==> config.mk <==
export PLATFORM = sky130hd
export DESIGN_NAME = dmac_channel
export DESIGN_NICKNAME = d
export VERILOG_FILES = /design/src/rtl/dmac_pkg.sv /design/src/rtl/dmac_xfer_math.sv /design/src/rtl/dmac_bus_if.sv /design/src/rtl/dmac_channel.sv
export SDC_FILE = /design/constraint.sdc
export NUM_CORES = 1
export LEC_CHECK = 0
export ABC_CLOCK_PERIOD_IN_PS = 4300
export BUFFER_PORTS_ARGS = -buffer_cell sky130_fd_sc_hd__buf_4
export CORE_AREA = 2 2 255 257
export CTS_BUF_LIST = sky130_fd_sc_hd__clkbuf_16
export DETAILED_ROUTE_END_ITERATION = 8
export DIE_AREA = 0 0 257 259
export PLACE_DENSITY = 0.47
export SLEW_MARGIN = 5
export SYNTH_ARGS = -nofsm -noshare
export SYNTH_HDL_FRONTEND = slang
export SYNTH_HIERARCHICAL = 1
export SYNTH_SLANG_ARGS = --single-unit
==> constraint.sdc <==
create_clock -name clk -period 4.3 [get_ports clk]
set_input_delay 0.86 -clock clk [delete_from_list [all_inputs] [get_ports clk]]
set_output_delay 0.86 -clock clk [all_outputs]
set_load 0.05 [all_outputs]
==> src/rtl/dmac_pkg.sv <==
package dmac_pkg;

  typedef enum logic [3:0] {
    S_IDLE,
    S_FETCH,
    S_FWAIT,
    S_LOADED,
    S_REQWAIT,
    S_RD,
    S_RWAIT,
    S_WR,
    S_WWAIT,
    S_DONE
  } dmac_state_e;

  // control/status bit positions (software decodes these)
  localparam int CSR_RUN     = 31;
  localparam int CSR_SINGLE  = 30;
  localparam int CSR_STOPPED = 3;
  localparam int CSR_DONE    = 2;
  localparam int CSR_LOADED  = 1;
  localparam int CSR_BUSERR  = 0;

  // command word bit positions (fetched from memory)
  localparam int CMD_STEP_SRC  = 31;
  localparam int CMD_STEP_DST  = 30;
  localparam int CMD_PACE_SRC  = 29;
  localparam int CMD_PACE_DST  = 28;
  localparam int CMD_IEN_LOAD  = 22;
  localparam int CMD_IEN_DONE  = 21;
  localparam int CMD_BURST_LO  = 16;

  // next-pointer word: halt after this descriptor
  localparam int NXT_HALT = 1;

  // register indices
  localparam logic [2:0] RIX_CSR  = 3'd0;
  localparam logic [2:0] RIX_NEXT = 3'd1;
  localparam logic [2:0] RIX_SRC  = 3'd2;
  localparam logic [2:0] RIX_DST  = 3'd3;
  localparam logic [2:0] RIX_CMD  = 3'd4;

endpackage

==> src/rtl/dmac_xfer_math.sv <==
module dmac_xfer_math #(
  parameter int AW         = 32,
  parameter int LEN_W      = 13,
  parameter int WORD_BYTES = 4,
  parameter int BEAT_W     = 4
) (
  input  logic [AW-1:0]     src,
  input  logic [AW-1:0]     dst,
  input  logic [31:0]       cmd,
  output logic [AW-1:0]     nxt_src,
  output logic [AW-1:0]     nxt_dst,
  output logic [LEN_W-1:0]  nxt_len,
  output logic              len_zero,
  output logic              paced,
  output logic [BEAT_W-1:0] burst_beats
);
  import dmac_pkg::*;

  logic [LEN_W-1:0] len;
  logic [1:0]       bsel;

  assign len  = cmd[LEN_W-1:0];
  assign bsel = cmd[CMD_BURST_LO+1:CMD_BURST_LO];

  always_comb begin
    nxt_src  = cmd[CMD_STEP_SRC] ? src + AW'(WORD_BYTES) : src;
    nxt_dst  = cmd[CMD_STEP_DST] ? dst + AW'(WORD_BYTES) : dst;
    nxt_len  = (len > LEN_W'(WORD_BYTES)) ? len - LEN_W'(WORD_BYTES) : '0;
    len_zero = (len == '0);
    paced    = cmd[CMD_PACE_SRC] | cmd[CMD_PACE_DST];
    unique case (bsel)
      2'd1:    burst_beats = BEAT_W'(8 / WORD_BYTES);
      2'd2:    burst_beats = BEAT_W'(16 / WORD_BYTES);
      2'd3:    burst_beats = BEAT_W'(32 / WORD_BYTES);
      default: burst_beats = BEAT_W'(1);
    endcase
  end

endmodule

==> src/rtl/dmac_bus_if.sv <==
module dmac_bus_if #(
  parameter int AW = 32,
  parameter int DW = 32
) (
  input  logic          clk,
  input  logic          rst,
  input  logic          issue,
  input  logic          iss_we,
  input  logic [AW-1:0] iss_addr,
  input  logic [DW-1:0] iss_wdata,
  output logic          done,
  output logic          fail,
  output logic [DW-1:0] rdata,
  output logic          bm_req,
  output logic          bm_we,
  output logic [AW-1:0] bm_addr,
  output logic [DW-1:0] bm_wdata,
  input  logic          bm_ack,
  input  logic          bm_err,
  input  logic [DW-1:0] bm_rdata
);

  always_ff @(posedge clk) begin
    if (rst) begin
      bm_req <= 1'b0;
      done   <= 1'b0;
      fail   <= 1'b0;
    end else begin
      done <= 1'b0;
      fail <= 1'b0;
      if (bm_req) begin
        if (bm_ack || bm_err) begin
          bm_req <= 1'b0;
          done   <= bm_ack && !bm_err;
          fail   <= bm_err;
        end
      end else if (issue) begin
        bm_req <= 1'b1;
      end
    end
  end

  always_ff @(posedge clk) begin
    if (!bm_req && issue) begin
      bm_we    <= iss_we;
      bm_addr  <= iss_addr;
      bm_wdata <= iss_wdata;
    end
    if (bm_req && bm_ack) rdata <= bm_rdata;
  end

  // a pending request is frozen until its response
  a_r12_req_hold: assert property (@(posedge clk) disable iff (rst)
    bm_req && !bm_ack && !bm_err |=> bm_req && $stable(bm_addr) && $stable(bm_we) && $stable(bm_wdata));

  // no new access while one is outstanding
  a_r12_no_overlap: assert property (@(posedge clk) disable iff (rst)
    issue |-> !bm_req);

endmodule

==> src/rtl/dmac_channel.sv <==
module dmac_channel #(
  parameter int AW    = 32,
  parameter int DW    = 32,
  parameter int LEN_W = 13
) (
  input  logic          clk,
  input  logic          rst,
  input  logic          reg_we,
  input  logic [2:0]    reg_idx,
  input  logic [31:0]   reg_wdata,
  output logic [31:0]   reg_rdata,
  output logic          irq,
  input  logic          dreq,
  output logic          bm_req,
  output logic          bm_we,
  output logic [AW-1:0] bm_addr,
  output logic [DW-1:0] bm_wdata,
  input  logic          bm_ack,
  input  logic          bm_err,
  input  logic [DW-1:0] bm_rdata
);
  import dmac_pkg::*;

  localparam int WORD_BYTES = DW / 8;
  localparam int BEAT_W     = $clog2(32 / WORD_BYTES + 1);

  dmac_state_e st_q;

  logic              run_q, single_q;
  logic              f_done, f_load, f_err;
  logic              ien_done, ien_load;
  logic [AW-1:0]     next_q, src_q, dst_q, fbase_q;
  logic [31:0]       cmd_q;
  logic [1:0]        widx_q;
  logic [DW-1:0]     data_q;
  logic [BEAT_W-1:0] beat_q;

  logic              w_csr, idle;
  logic              issue, iss_we;
  logic [AW-1:0]     iss_addr;
  logic              bus_done, bus_fail;
  logic [DW-1:0]     bus_rdata;

  logic [AW-1:0]     nxt_src, nxt_dst;
  logic [LEN_W-1:0]  nxt_len;
  logic              len_zero, paced;
  logic [BEAT_W-1:0] burst_beats;
  logic [31:0]       csr_view;

  assign w_csr = reg_we && (reg_idx == RIX_CSR);
  assign idle  = (st_q == S_IDLE);

  dmac_xfer_math #(
    .AW(AW), .LEN_W(LEN_W), .WORD_BYTES(WORD_BYTES), .BEAT_W(BEAT_W)
  ) u_math (
    .src(src_q), .dst(dst_q), .cmd(cmd_q),
    .nxt_src(nxt_src), .nxt_dst(nxt_dst), .nxt_len(nxt_len),
    .len_zero(len_zero), .paced(paced), .burst_beats(burst_beats)
  );

  always_comb begin
    issue    = 1'b0;
    iss_we   = 1'b0;
    iss_addr = src_q;
    unique case (st_q)
      S_FETCH: begin
        issue    = run_q;
        iss_addr = fbase_q | {{(AW-4){1'b0}}, widx_q, 2'b00};
      end
      S_RD: issue = run_q;
      S_WR: begin
        issue    = 1'b1;
        iss_we   = 1'b1;
        iss_addr = dst_q;
      end
      default: ;
    endcase
  end

  dmac_bus_if #(.AW(AW), .DW(DW)) u_bus (
    .clk(clk), .rst(rst),
    .issue(issue), .iss_we(iss_we), .iss_addr(iss_addr), .iss_wdata(data_q),
    .done(bus_done), .fail(bus_fail), .rdata(bus_rdata),
    .bm_req(bm_req), .bm_we(bm_we), .bm_addr(bm_addr), .bm_wdata(bm_wdata),
    .bm_ack(bm_ack), .bm_err(bm_err), .bm_rdata(bm_rdata)
  );

  always_comb begin
    csr_view              = '0;
    csr_view[CSR_RUN]     = run_q;
    csr_view[CSR_SINGLE]  = single_q;
    csr_view[CSR_STOPPED] = idle;
    csr_view[CSR_DONE]    = f_done;
    csr_view[CSR_LOADED]  = f_load;
    csr_view[CSR_BUSERR]  = f_err;
  end

  always_ff @(posedge clk) begin
    if (rst) reg_rdata <= '0;
    else begin
      unique case (reg_idx)
        RIX_CSR:  reg_rdata <= csr_view;
        RIX_NEXT: reg_rdata <= next_q;
        RIX_SRC:  reg_rdata <= src_q;
        RIX_DST:  reg_rdata <= dst_q;
        RIX_CMD:  reg_rdata <= cmd_q;
        default:  reg_rdata <= '0;
      endcase
    end
  end

  always_ff @(posedge clk) begin
    if (rst) begin
      st_q     <= S_IDLE;
      run_q    <= 1'b0;
      single_q <= 1'b0;
      f_done   <= 1'b0;
      f_load   <= 1'b0;
      f_err    <= 1'b0;
      ien_done <= 1'b0;
      ien_load <= 1'b0;
      irq      <= 1'b0;
      next_q   <= '0;
      src_q    <= '0;
      dst_q    <= '0;
      cmd_q    <= '0;
      fbase_q  <= '0;
      widx_q   <= '0;
      data_q   <= '0;
      beat_q   <= '0;
    end else begin
      irq <= f_err | (f_done & ien_done) | (f_load & ien_load);

      // write-one-to-clear; a set by the sequencer below wins
      if (w_csr) begin
        if (reg_wdata[CSR_DONE])   f_done <= 1'b0;
        if (reg_wdata[CSR_LOADED]) f_load <= 1'b0;
        if (reg_wdata[CSR_BUSERR]) f_err  <= 1'b0;
      end

      unique case (st_q)
        S_IDLE: if (run_q) begin
          if (single_q) st_q <= S_LOADED;
          else begin
            fbase_q <= {next_q[AW-1:4], 4'b0000};
            widx_q  <= 2'd0;
            st_q    <= S_FETCH;
          end
        end
        S_FETCH: st_q <= run_q ? S_FWAIT : S_IDLE;
        S_FWAIT: begin
          if (bus_fail) begin
            f_err <= 1'b1;
            run_q <= 1'b0;
            st_q  <= S_IDLE;
          end else if (bus_done) begin
            unique case (widx_q)
              2'd0: next_q <= bus_rdata;
              2'd1: src_q  <= bus_rdata;
              2'd2: dst_q  <= bus_rdata;
              default: cmd_q <= bus_rdata;
            endcase
            if (widx_q == 2'd3) begin
              f_load   <= 1'b1;
              ien_load <= bus_rdata[CMD_IEN_LOAD];
              st_q     <= S_LOADED;
            end else begin
              widx_q <= widx_q + 2'd1;
              st_q   <= S_FETCH;
            end
          end
        end
        S_LOADED: begin
          if (!run_q)        st_q <= S_IDLE;
          else if (len_zero) st_q <= S_DONE;
          else if (paced)    st_q <= S_REQWAIT;
          else begin
            beat_q <= burst_beats;
            st_q   <= S_RD;
          end
        end
        S_REQWAIT: begin
          if (!run_q) st_q <= S_IDLE;
          else if (dreq) begin
            beat_q <= burst_beats;
            st_q   <= S_RD;
          end
        end
        S_RD: st_q <= run_q ? S_RWAIT : S_IDLE;
        S_RWAIT: begin
          if (bus_fail) begin
            f_err <= 1'b1;
            run_q <= 1'b0;
            st_q  <= S_IDLE;
          end else if (bus_done) begin
            data_q <= bus_rdata;
            st_q   <= S_WR;
          end
        end
        S_WR: st_q <= S_WWAIT;
        S_WWAIT: begin
          if (bus_fail) begin
            f_err <= 1'b1;
            run_q <= 1'b0;
            st_q  <= S_IDLE;
          end else if (bus_done) begin
            src_q              <= nxt_src;
            dst_q              <= nxt_dst;
            cmd_q[LEN_W-1:0]   <= nxt_len;
            beat_q             <= beat_q - BEAT_W'(1);
            if (nxt_len == '0)                        st_q <= S_DONE;
            else if (paced && beat_q == BEAT_W'(1))   st_q <= S_REQWAIT;
            else                                      st_q <= S_RD;
          end
        end
        S_DONE: begin
          f_done   <= 1'b1;
          ien_done <= cmd_q[CMD_IEN_DONE];
          if (single_q || next_q[NXT_HALT] || !run_q) begin
            run_q <= 1'b0;
            st_q  <= S_IDLE;
          end else begin
            fbase_q <= {next_q[AW-1:4], 4'b0000};
            widx_q  <= 2'd0;
            st_q    <= S_FETCH;
          end
        end
        default: st_q <= S_IDLE;
      endcase

      if (w_csr) begin
        run_q <= reg_wdata[CSR_RUN];
        if (idle) single_q <= reg_wdata[CSR_SINGLE];
      end
      if (reg_we && idle) begin
        unique case (reg_idx)
          RIX_NEXT: next_q <= reg_wdata;
          RIX_SRC:  src_q  <= reg_wdata;
          RIX_DST:  dst_q  <= reg_wdata;
          RIX_CMD:  cmd_q  <= reg_wdata;
          default: ;
        endcase
      end
    end
  end

  // an error response reaches the stopped state two cycles later
  a_r7_err_stops: assert property (@(posedge clk) disable iff (rst)
    bm_req && bm_err |=> ##1 (st_q == S_IDLE));

  // the byte count is not consumed by a failed access
  a_r7_len_kept: assert property (@(posedge clk) disable iff (rst)
    bm_req && bm_err |=> $stable(cmd_q[LEN_W-1:0]));

  // the stopped state never holds a bus request
  a_r9_idle_quiet: assert property (@(posedge clk) disable iff (rst)
    (st_q == S_IDLE) |-> !bm_req);

  // the fetch flag only rises out of a descriptor read
  a_r4_load_flag: assert property (@(posedge clk) disable iff (rst)
    $rose(f_load) |-> $past(st_q) == S_FWAIT);

  // a descriptor carrying the halt bit ends the chain
  a_r5_halt: assert property (@(posedge clk) disable iff (rst)
    (st_q == S_DONE) && next_q[NXT_HALT] |=> (st_q == S_IDLE));

  // an error flag always raises the interrupt
  a_r10_err_irq: assert property (@(posedge clk) disable iff (rst)
    f_err |=> irq);

endmodule

# Yosys cells after proc, flatten, opt, wreduce, memory -nomap -nowiden
# Cells that the tools add are included.
[word_totals]
ff_bits = 342
[classes]
muxes = 98
n_eq_ne = 39
bitwise = 9
reduce_logical = 36
n_addsub = 5
n_lt_le_gt_ge = 1
[op_table]
columns = ["operator", "n"]
rows = [
  ["two-way mux 32 bit", 30],
  ["one-hot mux 32 bit (2 select lines)", 4],
  ["one-hot mux 32 bit (5 select lines)", 1],
  ["two-way mux 4 bit", 19],
  ["adder 32 x 3 -> 32 bit, second input constant", 2],
  ["one-hot mux 4 bit (10 select lines)", 1],
  ["two-way mux 13 bit", 3],
  ["bitwise OR 32 x 4 -> 32 bit", 1],
  ["logical NOT 13 bit", 2],
  ["one-hot mux 13 bit (2 select lines)", 1],
  ["one-hot mux 4 bit (3 select lines)", 2],
  ["two-way mux 1 bit", 23],
  ["!= test 2 bit, second input constant", 11],
  ["two-way mux 19 bit", 1],
  ["two-way mux 2 bit", 9],
  ["== test 4 x 3 -> 1 bit, second input constant", 4],
  ["greater-than comparator 13 x 3 -> 1 bit, second input constant", 1],
  ["subtractor 13 x 3 -> 13 bit, second input constant", 1],
  ["!= test 3 x 1 -> 1 bit, second input constant", 4],
  ["nonzero test 3 bit", 3],
  ["OR reduction 3 bit", 3],
  ["== test 2 bit, second input constant", 4],
  ["== test 4 x 1 -> 1 bit, second input constant", 2],
  ["== test 4 x 2 -> 1 bit, second input constant", 2],
  ["29 further kinds", 54],
]

# Longest topological paths before layout
# Gate-level depths: netlist of the first run.
[depth]
ltp_word = 8
ltp_mapped = 10
ltp_nobuf = 9

# Hierarchy
# Netlist of the first run, hierarchy kept.
[by_module_without_submodules]
columns = ["module", "area_per_inst_um2", "n_inst", "cells_per_inst"]
rows = [
  ["dmac_channel", 11242.0, 1, 1363],
  ["dmac_bus_if", 3024.2, 1, 107],
  ["dmac_xfer_math", 1506.4, 1, 228],
]

# Least setup slack after synthesis of the first run
# Ideal clock, no wire load.
[synth_timing]
path_type = "register to register"
from = "reg st_q[0]"
to = "reg u_bus.bm_addr[0], enable pin"
arrival_ns = 4.034
stages_incl_launch_ff = 6
n_path_buf = 2
setup_time_ns = 0.497
setup_slack_ns = -0.231
t_required_ns = 3.803
path_cell_list = "dfxtp_1 -> buf_2 -> buf_1 -> nand2b_1 -> a21oi_1 -> nor2b_1"
[synth_between]
elab_chain_len = 4
[synth_rtl]
columns = ["element", "line", "rtl"]
rows = [
  ["start: declaration", "dmac_channel.sv:27", "dmac_state_e st_q;"],
  ["start signal: assignment", "dmac_channel.sv:150", "S_FETCH: st_q <= run_q ? S_FWAIT : S_IDLE;"],
  ["start signal: assignment", "dmac_channel.sv:189", "S_RD: st_q <= run_q ? S_RWAIT : S_IDLE;"],
  ["== test 4 x 3 -> 1 bit / == test 4 x 1 -> 1 bit (equally long branches)", "dmac_channel.sv:65", "unique case (st_q)"],
  ["OR reduction 2 bit (no source line)", "-", ""],
  ["one-hot mux 1 bit (2 select lines) (*)", "dmac_channel.sv:65", ""],
  ["net issue", "dmac_channel.sv:39", "logic issue, iss_we;"],
  ["logical AND 1 bit (*)", "dmac_bus_if.sv:44", "if (!bm_req && issue) begin"],
  ["end signal: assignment", "dmac_bus_if.sv:46", "bm_addr <= iss_addr;"],
  ["end: declaration", "dmac_bus_if.sv:16", "output logic [AW-1:0] bm_addr,"],
]
# Mark *: on every way through the listed nets, which the timed path passes. The rest lies on a longest branch.
# A chain may end at the register's enable or synchronous reset.

# Worst setup path after layout of the first run
[layout_timing]
from = "reg st_q[1]"
to = "reg next_q[30]"
[layout_between]
elab_chain_len = 4
[layout_rtl]
columns = ["element", "line", "rtl"]
rows = [
  ["== test 4 x 2 -> 1 bit", "dmac_channel.sv:141", "unique case (st_q)"],
  ["two-way mux 32 bit", "dmac_channel.sv:141", ""],
  ["two-way mux 32 bit", "dmac_channel.sv:236", "unique case (reg_idx)"],
  ["two-way mux 32 bit (*)", "dmac_channel.sv:235", "if (reg_we && idle) begin"],
  ["end signal: assignment", "dmac_channel.sv:158", "2'd0: next_q <= bus_rdata;"],
  ["end signal: assignment", "dmac_channel.sv:237", "RIX_NEXT: next_q <= reg_wdata;"],
  ["end: declaration", "dmac_channel.sv:32", "logic [AW-1:0] next_q, src_q, dst_q, fbase_q;"],
]
# Mark *: on every way between the ends. The rest lies on a longest branch, timed or not.

==> reports/results.tsv, run 1 <==
stage	metric	value	unit
status	outcome	finished, final reports clean	
power_and_ir_drop	Tot Pwr	7608	uW
power_and_ir_drop	Worst VDD drop	0.2440	mV
global_route	Remaining Overflow, GRT	0	
setup_path	Crit path max-delay family	simple AND/OR/NAND/NOR gates	
power_and_ir_drop	sequential share of power	44.6	%
synth	sequential fraction of the synthesis area	49.06	%
setup_path	CP startpoint kind	register	
detailed_routing	drt pass-1 iters	6	
cts	H-Tree Level Count	2	
power_and_ir_drop	Power Density	391.7	nW/um^2
hold_path	HP Class	reg2reg	
layout	area delta synth->final	23.13	%
detailed_routing	DR iter-0 viols	1191	
layout	Fill cells	6690	
cts	Post-CTS Setup Bufs	0	
timing	pins over their slew limit	0	
synth	Syn. warnings	6	
floorplan	Site Rows	93	
synth	Yosys reg bits	338	
setup_path	crit path capture	next_q[30]$_SDFF_PP0_	
layout	Reg area	7737	sq um
floorplan	Die Area	66560	sq um
timing	Tcrit/Tclk final	72.46	%
synth	Mapped Area	15770	sq um
synth	Cell variety after synth	68	
cts	TritonCTS clock tree	yes	
timing	total negative setup slack	0	ns
detailed_routing	routed len/inst	22.19	microns
floorplan	DIE HEIGHT	259	microns
floorplan	chip width	257	microns
hold_path	Hold Crit Start	data_q[19]$_SDFFE_PP0P_	
setup_path	worst path cell trace	nor2b_1 > nand3_2 > buf_4 > mux2i_1 > a211oi_1	
setup_path	Worst Path Required	4.79	ns
setup_path	WP buf/inv	1	
setup_path	CP max FO	22	
power_and_ir_drop	internal power	5764	uW
synth	FFs w/ async S/R, synth	0	%
global_route	All-Layer GR Usage	17.51	%
setup_path	R2R setup slack	1.18	ns
cts	clock-pin slew on the worst setup and hold paths	0.06	ns
timing	Final setup viols	0	
cts	total CTS buffers	41	
floorplan	num ports	172	
setup_path	worst r2r src	st_q[1]$_SDFFE_PP0P_	
layout	share of cells above drive strength 1	16.97	%
synth	Post-synth EDFFs	97	
cts	CTS hold repair buffers	0	
timing	Max-slew headroom	22.02	%
synth	Syn Nets	1783	
setup_path	Slowest cell on crit path	dfxtp_1	
setup_path	Crit. End Element	register	
run	max_cap viols	0	
synth	Top FF cell, synth	dfxtp_1	
timing	achievable frequency	0.3210	GHz
setup_path	instance count on the critical path	5	
timing	post-route clock skew	0.03524	ns
detailed_routing	Final ANT Viol Nets	0	
setup_path	Largest stage delay, worst path	0.80	ns
setup_path	start point of the critical path	st_q[1]$_SDFFE_PP0P_	
cts	PostCTS Resize Cnt	0	
global_route	vias in the first global route	13570	
timing	Slew @ Worst Pin	1.165	ns
power_and_ir_drop	Comb pwr share	5.6	%
setup_path	FF-to-FF path depth	5	
global_route	initial antenna violation count	5	
floorplan	Core Region	63880	sq um
global_route	first-pass GRT wire length	88960	microns
power_and_ir_drop	switch share	24.23	%
synth	Mapped Cells	1698	
cts	later-pin clock latency in the skew report	0.59	ns
timing	Hold Vio Cnt, Final	0	
detailed_routing	drt drc	0	
floorplan	Initial Util	24.69	%
timing	Final Critical Period	3.116	ns
cts	clock sink count	338	
synth	Mean Syn Cell Area	9.289	sq um
power_and_ir_drop	Leak Pwr	0.007057	uW
placed_design	routability cong.	0.8523	
detailed_routing	Routed WL	59920	microns
cts	clk root buf	clkbuf_16	
layout	Multi-input gate area	7487	sq um
detailed_routing	via count	14000	
setup_path	CP arrival	3.61	ns
global_route	largest net degree at the start of global routing	180	
placed_design	dpl hpwl	39340	microns
setup_path	R2R Path End	next_q[30]$_SDFF_PP0_	
power_and_ir_drop	Net Sw Power	1844	uW
timing	RSZ-0062 raised after global routing	no	
power_and_ir_drop	Clock Power Share	49.8	%
cts	maximum buffer depth of the clock tree	3	
layout	Nets	1896	
setup_path	CP Class	reg2reg	
detailed_routing	drt via density	5.184	
placed_design	IO buf count	171	
## logic make-up after synthesis
group / after synthesis / synth area share (%)
DFF: 338 / 49.06
muxes: 73 / 4.664
xor gates and xnor gates: 65 / 3.609
and+or+nand+nor: 624 / 18.15
AOI/OAI and AO/OA: 438 / 19.59
adders and majority gates: 12 / 0.9519
buffers and inverters: 148 / 3.974
## worst reg2reg max path, delay by kind of cell, from the launching register on
kind,cells,cell delay (ns)
buffers and inverters,1,0.51
AND/OR/NAND/NOR,2,1.31
multiplexers,1,0.19
flip-flops,1,0.80
AO/OA/AOI/OAI,1,0.24
## synth_stat cells (3+ instances only)
cell type  number  share of area (%)
a211oi_1        6               0.29
a21oi_1       106                3.4
a221oi_1        3               0.17
a22oi_1       164                7.8
a311oi_1       97                5.4
a32oi_1         3               0.17
and2_1          4               0.16
and3_1         12               0.48
and3b_1         4               0.22
and4_1          3               0.17
buf_1           9               0.21
buf_2          36                1.1
buf_4           7               0.33
clkbuf_1       83                2.0
dfxtp_1       241                 31
edfxtp_1       97                 18
ha_1           12               0.95
inv_1          13               0.31
mux2_2          4               0.29
mux2i_1        69                4.4
nand2_1       280                6.7
nand2b_1        4               0.16
nand3_1        31               0.98
nand3_2         5               0.32
nand4_1        29                1.2
nor2_1        174                4.1
nor2b_1        16               0.63
nor3_1         19               0.60
nor3b_1         7               0.33
nor3b_2         3               0.24
nor4_1         11               0.44
o21ai_0        36                1.1
o32ai_1         3               0.17
xnor2_1        47                2.6
xor2_1         18                1.0
## layer usage
layer  GRT usage (%)  vias to the layer above  share of wire [%]
li1                -                     6479                  -
met1           22.42                     6826                 42
met2           29.12                      571                 47
met3           3.730                      114                7.6
met4           6.153                        6                3.1
met5               0                        -              0.057
## through the flow
step / cells / utilization, % / worst slack (ns) / area [sq um] / hold slack, ns
final: 2700 / 30.40 / 1.184 / 19420 / 0.4238
after CTS: 2699 / 30.40 / 1.254 / 19420 / 0.4118
after floorplan: 1698 / - / 1.032 / 15780 / 0.4081
after global placement: 2623 / 28.10 / 1.344 / 17950 / 0.4161
after detailed placement: 2623 / 28.10 / 1.237 / 17950 / 0.4180
after global routing: 2699 / 30.40 / 0.9941 / 19420 / 0.4158
## cells in the final DEF (no fill, tap or decap), types with 6 or more instances in the layout
master | synthesis | routed
a211oi_1 | 6 | 6
a21oi_1 | 106 | 106
a22oi_1 | 164 | 164
a311oi_1 | 97 | 97
and3_1 | 12 | 10
buf_4 | 7 | 199
bufinv_16 | 0 | 8
clkbuf_16 | 0 | 42
clkinv_2 | 0 | 6
clkinvlp_4 | 0 | 8
dfxtp_1 | 241 | 241
edfxtp_1 | 97 | 97
ha_1 | 12 | 12
inv_1 | 13 | 17
mux2i_1 | 69 | 69
nand2_1 | 280 | 280
nand3_1 | 31 | 30
nand3_2 | 5 | 6
nand4_1 | 29 | 29
nor2_1 | 174 | 173
nor2b_1 | 16 | 14
nor3_1 | 19 | 19
nor3b_1 | 7 | 6
nor4_1 | 11 | 11
o21ai_0 | 36 | 36
xnor2_1 | 47 | 47
xor2_1 | 18 | 18
## flip-flops by register name, summed over array words and instances (netlist names), 2 cells and up
name and cells:
cmd_q 32, data_q 32, dst_q 32, next_q 32
reg_rdata 32, src_q 32, u_bus/bm_addr 32, u_bus/bm_wdata 32
u_bus/rdata 32, fbase_q 28, beat_q 4, st_q 4
widx_q 2
## final cells by class
type / count / area share, %
Antenna cell: 1 / 0.01288
Clock inverter: 34 / 2.158
Multi-Input combinational cell: 1212 / 38.55
Clock buffer: 42 / 5.412
Inverter: 13 / 0.2513
Sequential cell: 338 / 39.84
Timing Repair Buffer: 205 / 8.266
Tap cell: 855 / 5.508
## worst min path at each step
stage                                         endpoint  slack (ns)  depth (start not counted)
after global placement    u_bus/bm_wdata[26]$_DFFE_PP_        0.42                          0
after detailed placement  u_bus/bm_wdata[18]$_DFFE_PP_        0.42                          0
after CTS                    u_bus/rdata[26]$_DFFE_PP_        0.41                          1
after floorplan            u_bus/bm_wdata[0]$_DFFE_PP_        0.41                          0
final                     u_bus/bm_wdata[19]$_DFFE_PP_        0.42                          0
after global routing         u_bus/rdata[26]$_DFFE_PP_        0.42                          1
## power groups by stage
stage | combinational [uW] | sequential (uW) | clock, uW
3_3_place_gp | 421 | 3460 | 0
6_report | 428 | 3390 | 3790
2_1_floorplan | 241 | 3440 | 0
3_5_place_dp | 423 | 3460 | 0
5_1_grt | 464 | 3400 | 3990
4_1_cts | 426 | 3390 | 3880
(Power assumes the default switching activity.)
==> run 2, diff against run 1 <==
--- a/config.mk
+++ b/config.mk
@@ -5,13 +5,13 @@
 export SDC_FILE = /design/constraint.sdc
 export NUM_CORES = 1
 export LEC_CHECK = 0
-export ABC_CLOCK_PERIOD_IN_PS = 4300
+export ABC_CLOCK_PERIOD_IN_PS = 2900
 export BUFFER_PORTS_ARGS = -buffer_cell sky130_fd_sc_hd__buf_4
 export CORE_AREA = 2 2 255 257
 export CTS_BUF_LIST = sky130_fd_sc_hd__clkbuf_16
 export DETAILED_ROUTE_END_ITERATION = 8
 export DIE_AREA = 0 0 257 259
-export PLACE_DENSITY = 0.47
+export PLACE_DENSITY = 0.45
 export SLEW_MARGIN = 5
 export SYNTH_ARGS = -nofsm -noshare
 export SYNTH_HDL_FRONTEND = slang
==> constraint.sdc (replaced) <==
create_clock -name clk -period 2.9 [get_ports clk]
set_input_delay 0.58 -clock clk [delete_from_list [all_inputs] [get_ports clk]]
set_output_delay 0.58 -clock clk [all_outputs]
set_load 0.05 [all_outputs]
==> reports/results.tsv, run 2 (same netlist as run 1, synthesis figures left out) <==
stage	metric	value	unit
layout	Nets	1947	
detailed_routing	drt pass-1 iters	6	
timing	achievable frequency	0.3750	GHz
detailed_routing	top routing layer used	met5	
placed_design	IO buf count	171	
power_and_ir_drop	Power Density	566.9	nW/um^2
timing	total negative setup slack	0	ns
timing	pins over their slew limit	0	
setup_path	CP arrival	3.16	ns
setup_path	Worst Path Required	3.39	ns
global_route	vias in the first global route	13770	
run	max_cap viols	0	
cts	TritonCTS clock tree	yes	
floorplan	num ports	172	
floorplan	Die Area	66560	sq um
detailed_routing	Final ANT Viol Nets	0	
timing	final hold slack	0.1739	ns
setup_path	CP startpoint kind	register	
timing	post-route clock skew	0.01536	ns
hold_path	HP Class	in2reg	
detailed_routing	drt drc	0	
status	outcome	finished, final reports clean	
detailed_routing	DR iter-0 viols	1298	
timing	fin worst setup slack	0.2335	ns
cts	total CTS buffers	43	
layout	Final Cell Area	19810	sq um
power_and_ir_drop	Leak Pwr	0.007312	uW
setup_path	FF-to-FF path depth	11	
detailed_routing	post-route met1 wirelength	26150	microns
global_route	largest net degree at the start of global routing	180	
cts	clk root buf	clkbuf_16	
detailed_routing	WL met3	3812	microns
timing	Final setup viols	0	
floorplan	DIE HEIGHT	259	microns
cts	CTS hold repair buffers	0	
placed_design	dpl hpwl	41360	microns
global_route	first-pass GRT wire length	90330	microns
detailed_routing	routed len/inst	22.18	microns
detailed_routing	via count	14100	
floorplan	Site Rows	93	
detailed_routing	drt via density	5.122	
layout	area delta synth->final	25.58	%
cts	later-pin clock latency in the skew report	0.58	ns
power_and_ir_drop	Worst VDD drop	0.4225	mV
timing	RSZ-0062 raised after global routing	no	
floorplan	Core Region	63880	sq um
hold_path	worst hold path depth	1	
layout	Fill cells	6677	
layout	Reg area	7737	sq um
floorplan	Initial Util	24.69	%
placed_design	pre-CTS WS	0.1305	ns
setup_path	Crit. End Element	register	
cts	maximum buffer depth of the clock tree	3	
cts	clock sink count	338	
detailed_routing	Routed WL	61070	microns
timing	Tcrit/Tclk final	91.95	%
timing	Slew @ Worst Pin	0.9743	ns
layout	most frequent cells in the layout	280 x nand2_1, 247 x buf_4, 241 x dfxtp_1, 173 x nor2_1, 164 x a22oi_1	
cts	clock-pin slew on the worst setup and hold paths	0.06	ns
setup_path	CP max FO	5	
cts	H-Tree Level Count	2	
timing	Final Critical Period	2.667	ns
global_route	All-Layer GR Usage	17.84	%
layout	commonest non-fill, non-tap cell in the layout	nand2_1	
power_and_ir_drop	Tot Pwr	11230	uW
timing	Hold Vio Cnt, Final	0	
placed_design	routability cong.	0.9064	
layout	share of cells above drive strength 1	18.77	%
layout	Multi-input gate area	7490	sq um
timing	Max-slew headroom	35.05	%
placed_design	Cell Area, Placed	18320	sq um
detailed_routing	DR WL met2	29110	microns
floorplan	chip width	257	microns
setup_path	CP Class	reg2reg	
global_route	Remaining Overflow, GRT	0	
global_route	initial antenna violation count	2	
run 2: cell types whose count changed in the layout (fill, tap and decap cells not counted), moves of 2 or more:
cell	previous run	this run
and3_1	10	12
buf_4	199	247
clkinv_1	2	8
inv_1	17	20
clkbuf_16	42	45
bufinv_16	8	5
clkinv_2	6	2
and3_2	3	1
run 2: through the flow:
stage                     cells  util, %
after global placement     2671    28.67
final                      2753    31.00
after detailed placement   2671    28.67
after floorplan            1698        -
after global routing       2752    31.00
after CTS                  2751    30.98
run 2: worst paths after layout:
path	slack, ns	from	endpoint
setup / recovery	0.23	cmd_q[6]$_SDFF_PP0_	st_q[3]$_SDFFE_PP0P_
hold / removal	0.17	bm_rdata[25]	u_bus/rdata[25]$_DFFE_PP_
setup reg to reg	0.23	cmd_q[6]$_SDFF_PP0_	st_q[3]$_SDFFE_PP0P_
hold reg to reg	0.43	data_q[29]$_SDFFE_PP0P_	u_bus/bm_wdata[29]$_DFFE_PP_
run 2: timing repair:
| item | 4_1_cts | 5_1_grt |
|---|---|---|
| setup buffers | 0 | 1 |
| endpoints found under the hold margin | 0 | 0 |
| setup endpoints to repair | 0 | 3 |
| resized for setup | 0 | 1 |
run 2: critical path: stages, from the launching register on:
cell and delay, ns:
dfxtp_1 0.37, nor4_2 0.34, nand2_1 0.13, buf_4 0.16, nor3_1 0.27, buf_4 0.18, nor2b_1 0.06, nor4_1 0.34
nand4_1 0.12, buf_4 0.18, nand3b_1 0.16, a311oi_1 0.26
run 2: final cells by class:
| class | instances | area share, % |
|---|---|---|
| timing repair buffer | 254 | 10.03 |
| clock buffer | 45 | 5.685 |
| multi-input combinational | 1212 | 37.81 |
| inverter | 13 | 0.2464 |
| tap | 855 | 5.401 |
| sequential | 338 | 39.07 |
| antenna | 1 | 0.01263 |
| clock inverter | 35 | 1.750 |
run 2: routing by layer:
metal,vias up,global-route usage [%]
li1,6596,-
met1,6887,22.91
met2,497,29.87
met3,119,3.368
met4,2,6.395
met5,-,0
run 2: where the power goes:
part / total [uW] / internal [uW] / switching, uW
logic: 671 / 268 / 403
registers: 5020 / 4920 / 104
clock network: 5530 / 3290 / 2250
